**config.mk**
```make
export PLATFORM = sky130hd
export DESIGN_NAME = pwm_out_stage
export DESIGN_NICKNAME = d
export VERILOG_FILES = /design/src/rtl/pwm_out_pkg.sv /design/src/rtl/pwm_dt_gen.sv /design/src/rtl/pwm_path_sel.sv /design/src/rtl/pwm_oe_gate.sv /design/src/rtl/pwm_out_stage.sv
export SDC_FILE = /design/constraint.sdc
export NUM_CORES = 1
export LEC_CHECK = 0
export BUFFER_PORTS_ARGS = -buffer_cell sky130_fd_sc_hd__buf_2
export CORE_ASPECT_RATIO = 1.2
export CORE_MARGIN = 4
export CORE_UTILIZATION = 52
export CTS_CLUSTER_DIAMETER = 120
export DETAILED_ROUTE_END_ITERATION = 16
export GPL_TIMING_DRIVEN = 0
export HOLD_SLACK_MARGIN = 0.1
export PLACE_DENSITY = 0.88
export SLEW_MARGIN = 20
export SYNTH_ARGS = -nofsm -noshare
export SYNTH_HDL_FRONTEND = slang
export SYNTH_SLANG_ARGS = --single-unit
```
**constraint.sdc**
```tcl
create_clock -name clk -period 2.7 [get_ports clk]
set_clock_uncertainty 0.2 [all_clocks]
set_input_delay 0.405 -clock clk [delete_from_list [all_inputs] [get_ports clk]]
set_output_delay 0.405 -clock clk [all_outputs]
set_load 0.01 [all_outputs]
```
**src/rtl/pwm_out_pkg.sv**
```systemverilog
package pwm_out_pkg;

    typedef enum logic [1:0] {
        DT_LOW  = 2'd0,
        DT_RISE = 2'd1,
        DT_HIGH = 2'd2,
        DT_FALL = 2'd3
    } dt_state_e;

endpackage

```
**src/rtl/pwm_dt_gen.sv**
```systemverilog
module pwm_dt_gen
    import pwm_out_pkg::*;
#(
    parameter int DT_W = 8
) (
    input  logic            clk,
    input  logic            rst_n,
    input  logic            ref_i,
    input  logic [DT_W-1:0] dead_time,
    output logic            ref_q,
    output logic            dt_main,
    output logic            dt_comp
);

    localparam logic [DT_W-1:0] ONE = DT_W'(1);

    dt_state_e       state_q, state_d;
    logic [DT_W-1:0] cnt_q, cnt_d;
    logic            dt_zero;

    assign dt_zero = (dead_time == '0);

    // state register
    always_ff @(posedge clk or negedge rst_n) begin
        if (!rst_n) begin
            state_q <= DT_LOW;
            cnt_q   <= '0;
            ref_q   <= 1'b0;
        end else begin
            state_q <= state_d;
            cnt_q   <= cnt_d;
            ref_q   <= ref_i;
        end
    end

    // next state
    always_comb begin
        state_d = state_q;
        cnt_d   = cnt_q;
        unique case (state_q)
            DT_LOW: begin
                if (ref_i) begin
                    state_d = dt_zero ? DT_HIGH : DT_RISE;
                    cnt_d   = dead_time;
                end
            end
            DT_RISE: begin
                if (!ref_i) begin
                    state_d = dt_zero ? DT_LOW : DT_FALL;
                    cnt_d   = dead_time;
                end else if (cnt_q <= ONE) begin
                    state_d = DT_HIGH;
                end else begin
                    cnt_d = cnt_q - ONE;
                end
            end
            DT_HIGH: begin
                if (!ref_i) begin
                    state_d = dt_zero ? DT_LOW : DT_FALL;
                    cnt_d   = dead_time;
                end
            end
            DT_FALL: begin
                if (ref_i) begin
                    state_d = dt_zero ? DT_HIGH : DT_RISE;
                    cnt_d   = dead_time;
                end else if (cnt_q <= ONE) begin
                    state_d = DT_LOW;
                end else begin
                    cnt_d = cnt_q - ONE;
                end
            end
        endcase
    end

    // outputs
    always_comb begin
        dt_main = (state_q == DT_HIGH);
        dt_comp = (state_q == DT_LOW);
    end

endmodule

```
**src/rtl/pwm_path_sel.sv**
```systemverilog
module pwm_path_sel #(
    parameter bit HAS_COMP = 1'b1
) (
    input  logic main_en,
    input  logic comp_en,
    input  logic ref_q,
    input  logic dt_main,
    input  logic dt_comp,
    output logic main_sel,
    output logic comp_sel
);

    generate
        if (HAS_COMP) begin : g_pair
            always_comb begin
                unique case ({comp_en, main_en})
                    2'b11: begin main_sel = dt_main; comp_sel = dt_comp; end
                    2'b01: begin main_sel = ref_q;   comp_sel = 1'b0;    end
                    2'b10: begin main_sel = 1'b0;    comp_sel = ~ref_q;  end
                    default: begin main_sel = 1'b0;  comp_sel = 1'b0;    end
                endcase
            end
        end else begin : g_single
            assign main_sel = main_en & ref_q;
            assign comp_sel = 1'b0;
        end
    endgenerate

endmodule

```
**src/rtl/pwm_oe_gate.sv**
```systemverilog
module pwm_oe_gate (
    input  logic en,
    input  logic pol,
    input  logic idle_lvl,
    input  logic sel,
    input  logic master_en,
    input  logic off_run,
    input  logic off_idle,
    output logic pin,
    output logic oe
);

    always_comb begin
        if (master_en) begin
            oe  = en | off_run;
            pin = (en | off_run) & (sel ^ pol);
        end else begin
            oe  = off_idle;
            pin = off_idle & idle_lvl;
        end
    end

endmodule

```
**src/rtl/pwm_out_stage.sv**
```systemverilog
module pwm_out_stage #(
    parameter int DT_W     = 8,
    parameter bit HAS_COMP = 1'b1
) (
    input  logic            clk,
    input  logic            rst_n,
    input  logic            ref_i,
    input  logic [DT_W-1:0] dead_time,
    input  logic            main_en,
    input  logic            comp_en,
    input  logic            main_pol,
    input  logic            comp_pol,
    input  logic            idle_main,
    input  logic            idle_comp,
    input  logic            master_en,
    input  logic            off_run,
    input  logic            off_idle,
    output logic            main_o,
    output logic            main_oe,
    output logic            comp_o,
    output logic            comp_oe
);

    localparam int N_OUT = HAS_COMP ? 2 : 1;

    logic ref_q, dt_main, dt_comp, main_sel, comp_sel;
    logic [N_OUT-1:0] en_v, pol_v, idle_v, sel_v, pin_v, oe_v;

    pwm_dt_gen #(.DT_W(DT_W)) u_dt (
        .clk       (clk),
        .rst_n     (rst_n),
        .ref_i     (ref_i),
        .dead_time (dead_time),
        .ref_q     (ref_q),
        .dt_main   (dt_main),
        .dt_comp   (dt_comp)
    );

    pwm_path_sel #(.HAS_COMP(HAS_COMP)) u_sel (
        .main_en  (main_en),
        .comp_en  (comp_en),
        .ref_q    (ref_q),
        .dt_main  (dt_main),
        .dt_comp  (dt_comp),
        .main_sel (main_sel),
        .comp_sel (comp_sel)
    );

    generate
        if (HAS_COMP) begin : g_pair
            assign en_v   = {comp_en, main_en};
            assign pol_v  = {comp_pol, main_pol};
            assign idle_v = {idle_comp, idle_main};
            assign sel_v  = {comp_sel, main_sel};
            assign comp_o  = pin_v[N_OUT-1];
            assign comp_oe = oe_v[N_OUT-1];
        end else begin : g_single
            assign en_v   = main_en;
            assign pol_v  = main_pol;
            assign idle_v = idle_main;
            assign sel_v  = main_sel;
            assign comp_o  = 1'b0;
            assign comp_oe = 1'b0;
        end

        for (genvar i = 0; i < N_OUT; i++) begin : g_gate
            pwm_oe_gate u_gate (
                .en        (en_v[i]),
                .pol       (pol_v[i]),
                .idle_lvl  (idle_v[i]),
                .sel       (sel_v[i]),
                .master_en (master_en),
                .off_run   (off_run),
                .off_idle  (off_idle),
                .pin       (pin_v[i]),
                .oe        (oe_v[i])
            );
        end
    endgenerate

    assign main_o  = pin_v[0];
    assign main_oe = oe_v[0];

endmodule

```
-- Yosys cells after proc, flatten, opt, wreduce, memory -nomap -nowiden
Cells that the tools add are included.
Widths: inputs -> output; s select.
- register bits after elaboration: 11
- bits of input ports: 20
- add/sub/neg operators: 1
- $lt $le $gt $ge: 1
- equality and inequality tests: 10
- multiplexer cells: 21
- bitwise gates (word level): 9
- reduce and logical (&&, ||, !) cells: 4
- operator list (kind ; count):
    $mux 8 ; 5
    $pmux 8 s4 ; 1
    $mux 2 ; 8
    $eq 2x2->1 const B ; 4
    $le 8x1->1 const B ; 1
    $logic_not 8->1 ; 1
    $pmux 2 s4 ; 1
    $sub 8x1->8 const B ; 1
    $ne 3x2->1 const B ; 2
    $and 1x1->1 ; 4
    $eq 2x1->1 const B ; 2
    $mux 1 ; 4
    $ne 2x2->1 const B ; 2
    $pmux 1 s2 ; 2
    $reduce_and 4->1 ; 1
    $logic_not 2->1 ; 1
    $or 1x1->1 ; 2
    $reduce_and 2->1 ; 1
    $xor 1x1->1 ; 2
    $not 1->1 ; 1

-- Logic depth before layout (Yosys ltp)
- depth after elaboration: 5
- mapped depth: 7
- gate-level depth less buffers: 6

-- By module
Synthesis repeated with hierarchy kept, for this count alone.
- cells, all modules: 114
- area total of the unflattened synthesis: 923.4 um^2
- modules (own cells, without submodules) (module ; times used ; cells an instance ; area an instance (um^2) ; sequential area each (um^2)):
    pwm_dt_gen ; 1 ; 97 ; 820.8 ; 275.3
    pwm_oe_gate ; 2 ; 6 ; 32.5 ; 0.0
    pwm_path_sel ; 1 ; 5 ; 37.5 ; 0.0

-- Worst setup path before layout
OpenSTA, ideal clock, no wires.
- path type: flip-flop to flip-flop
- start point: register u_dt.cnt_q[1]
- end point: register u_dt.state_q[1]
- arrival time: 1.680 ns
- path slack: 0.734 ns
- stages on the path, launching flop included: 8
- path buffers: 1
- period minus slack after synthesis: 1.966 ns
- cell sequence: dfrtp_1 -> inv_1 -> ha_1 -> nor2_1 -> or4_1 -> buf_2 -> a41o_1 -> a211oi_2
- cells in the longest elaborated chain, start to end: 3
- elaborated cells between the ends (all ways): 4
- those cells by class: order compare (1); eq/ne (2); reduce/logical (1)
- ends and longest elaborated chain (item ; line ; source):
    start: declaration ; pwm_dt_gen.sv:18 ; logic [DT_W-1:0] cnt_q, cnt_d;
    start signal: assignment ; pwm_dt_gen.sv:31 ; cnt_q <= cnt_d;
    $le 8x1->1 (*) ; pwm_dt_gen.sv:51, pwm_dt_gen.sv:67 ;
    $ne 3x2->1 (no source line) ; - ;
    $reduce_and 4->1 (no source line) (*) ; - ;
    end signal: assignment ; pwm_dt_gen.sv:30 ; state_q <= state_d;
    end: declaration ; pwm_dt_gen.sv:17 ; dt_state_e state_q, state_d;
Mark *: on every way between the ends. The rest lies on a longest branch, timed or not.
A chain may end at the register's enable or synchronous reset.

-- Worst setup path in the final report
- start point: input ref_i
- end point: register u_dt.cnt_q[3]
- cells in the longest elaborated chain, start to end: 2
- elaborated cells between the ends (all ways): 6
- those cells by class: eq/ne (2); mux (3); reduce/logical (1)
- ends and longest elaborated chain (item ; line ; source):
    start: declaration ; pwm_out_stage.sv:7 ; input logic ref_i,
    $mux 8, or another cell as far along ; pwm_dt_gen.sv:64 ; if (ref_i) begin
    $pmux 8 s4 or $reduce_and 2->1 (tied branches) ; - ;
Parallel ways exist; a longest one is shown, timed or not.

==> qor.txt <==
CTS HTree Levels - 1
diodes inserted - 0
clock root buffer - clkbuf_4
IO Count - 24
fmax - 403.5 MHz
post-route clock period utilization - 91.80%
Most Frequent Cell on Critical Path - buf_2
WHS Endpoint - u_dt.cnt_q[2]
setup violators final - 0
Worst setup SP type - primary input
Mapped Cells - 114
Total GRT Usage - 22.06%
Critical Setup Path Class - in -> reg
HP Class - in -> reg
fin crit period - 2.479 ns
CP Data Required Time - 2.72 ns
initial antenna violation count - 0
Final Hold Fails - 0
count leader, synth - dfrtp_1
Max Cap Violations - 0
post-route ant nets - 0
outcome - completed
Max Buffers Root-to-Sink - 2
share of layout cells above drive strength 1 - 23.78%
setup slack, reg-to-reg - 0.51 ns
Layout Cells excl Fill - 161
Initial DRT Pass Iterations - 5
pin count of the biggest net entering global routing - 12
Hold Path Stages - 3
Setup crit end kind - register
top cells by count, synth - dfrtp_1, nor2_1, inv_1, nand2_1, o21ai_0
vias in the first global route - 959
Initial Util - 56.55%
FF-to-FF Start - u_dt.cnt_q[0]
drt total wl - 2.476 mm
routed via count - 1,035
critical-path cell with the highest stage delay - dlygate4sd3_1
Critical Path AT - 2.50 ns
Synth Register Bits - 11
Pleak - 0.5047 nW
Slew HR - 54.71%
wire per inst - 15.38 µm
Port-buffer cells - 23
Cell Area, Synth - 950.9 µm²
Synth cell types - 48
sequential-to-total area share from yosys stat - 28.95%
Cells after DPL - 155
r2r endpoint - u_dt.cnt_q[3]
R2R cell count - 6
gr ovfl total - 0
largest area contributor in the netlist - dfrtp_1
row cnt - 16
fraction of registers with async set or reset after synthesis - 100.0%
Final Max Tran Viols - 0
Yosys top cell area share - 28.95%
Crit path max-delay family - buffers and inverters
Area growth syn-to-layout - 19.34%
Avg Inst Size Synth - 8.341 µm²
CTS tree - yes
Die X - 47.04 µm
Iter 0 DRT Violations - 30
RSZ-0062 raised after global routing - no
post-CTS setup buffer count - 0
clk sink count - 11
syn_nets - 136
EDFF count, synth - 0
DP Area - 1089 µm²
Hold Crit Start - dead_time[2]
CTS buffer count - 3
critical path's largest stage delay - 0.52 ns
Area contributors post-synth - dfrtp_1, mux2i_1, o21ai_0, nand3b_1, nor2_1
DPL Wire Length - 1.866 mm
DRC - 0
Nets - 166
Die Footprint - 2580 µm²
VDD IR max - 0.5293 mV
Vias/cell - 6.429
pwr/cell area - 992.4 nW/µm²
die height - 54.85 µm
first-pass GRT wire length - 4.015 mm
Tightest Pin Transition - 0.6731 ns
core area - 1682 µm²
crit-path cells - dlygate4sd3_1 > buf_2 > buf_2 > xor2_2 > nand2_1 > o32ai_1 > a31o_2
Finished Cell Area - 1135 µm²
latest clock arrival within the worst-skew pair - 0.29 ns
top_reg_cell synth - dfrtp_1
GPL Wtd Cong - 0.9295
CTS clk-pin slew, worst paths - 0.07 ns
CP Buf/Inv Count - 3
yosys warns - 0
setup TNS - 0 ns
worst-path fanout max - 10
placed cells by master, fill, tap and decap left out, types with 4 or more instances in the layout:
cell type	count
buf_2	27
dfrtp_1	11
nor2_1	8
inv_1	6
o21ai_0	6
nand2_1	6
nor3_1	5
nand3b_1	4
a21oi_1	4
mux2i_1	4
stage by stage:
| step | power (mW) | utilization [%] | setup WS (ns) | hold WS (ns) |
|---|---|---|---|---|
| 6_report | 1.126 | 67.49 | 0.2214 | 0.1800 |
| 5_1_grt | 1.218 | 67.49 | 0.1282 | 0.1911 |
| 4_1_cts | 1.113 | 67.49 | 0.2731 | 0.1793 |
| 3_5_place_dp | 0.9882 | 64.73 | 0.5124 | 0.09400 |
| 3_3_place_gp | 0.9534 | 64.73 | 0.5703 | 0.09007 |
| 2_1_floorplan | 0.8279 | - | 0.7336 | -0.09059 |
cell families (layout without fill, tap and decap cells):
logic type      after synthesis  count (layout)  share of synthesized area, %
fa+ha+maj                     2               2                         2.631
flops                        11              11                         28.95
buf+inv                      12              41                         5.263
xor+xnor                      4               4                         4.475
simple gates                 46              46                         27.24
compound gates               34              34                         26.05
mux                           5               5                         5.395
layer usage:
metal  global-route usage (%)  up-vias  wire length, µm
met3                    3.618        5              189
met5                        0        -                0
met2                    40.50       53             1305
li1                         -      493                -
met1                    24.30      484              939
met4                    9.217        0               42
registers in the layout, summed over array words and instances, names as in the netlist:
signal / cells
u_dt.cnt_q: 8
u_dt.ref_q: 1
u_dt.state_q: 2
how the worst max path moves through the flow:
stage                  startpoint              end  slack [ns]  cells after the start
floorplan           u_dt.cnt_q[1]  u_dt.state_q[1]        0.73                      7
global placement            ref_i    u_dt.cnt_q[2]        0.57                      7
detailed placement          ref_i    u_dt.cnt_q[3]        0.51                      6
CTS                         ref_i    u_dt.cnt_q[3]        0.27                      7
global route                ref_i    u_dt.cnt_q[2]        0.13                      8
finish                      ref_i    u_dt.cnt_q[3]        0.22                      7
worst register-to-register path, cell delays in order (launching register included):
cell,delay [ns]
dfrtp_1,0.45
inv_1,0.08
ha_1,0.21
nor2_1,0.10
nor4_1,0.58
o32ai_1,0.22
a31o_2,0.24
final cells by class:
class | count | area, µm²
Multi-Input combinational cell | 91 | 625.6
Fill cell | 154 | 546.8
Sequential cell | 11 | 275.3
Timing Repair Buffer | 25 | 135.1
Buffer | 6 | 27.53
Clock buffer | 4 | 26.28
Inverter | 6 | 22.52
Tap cell | 18 | 22.52
report_power, final:
part           internal (mW)  switching [mW]  total (mW)
clock                 0.0575          0.0647       0.122
combinational          0.302           0.371       0.673
sequential             0.244          0.0877       0.331
timing repair:
action,in CTS,in global routing
hold buffers,2,0
endpoints found under the hold margin,12,0
resized for setup,0,0
endpoints found under the setup margin,0,0
(Power assumes the default switching activity.)
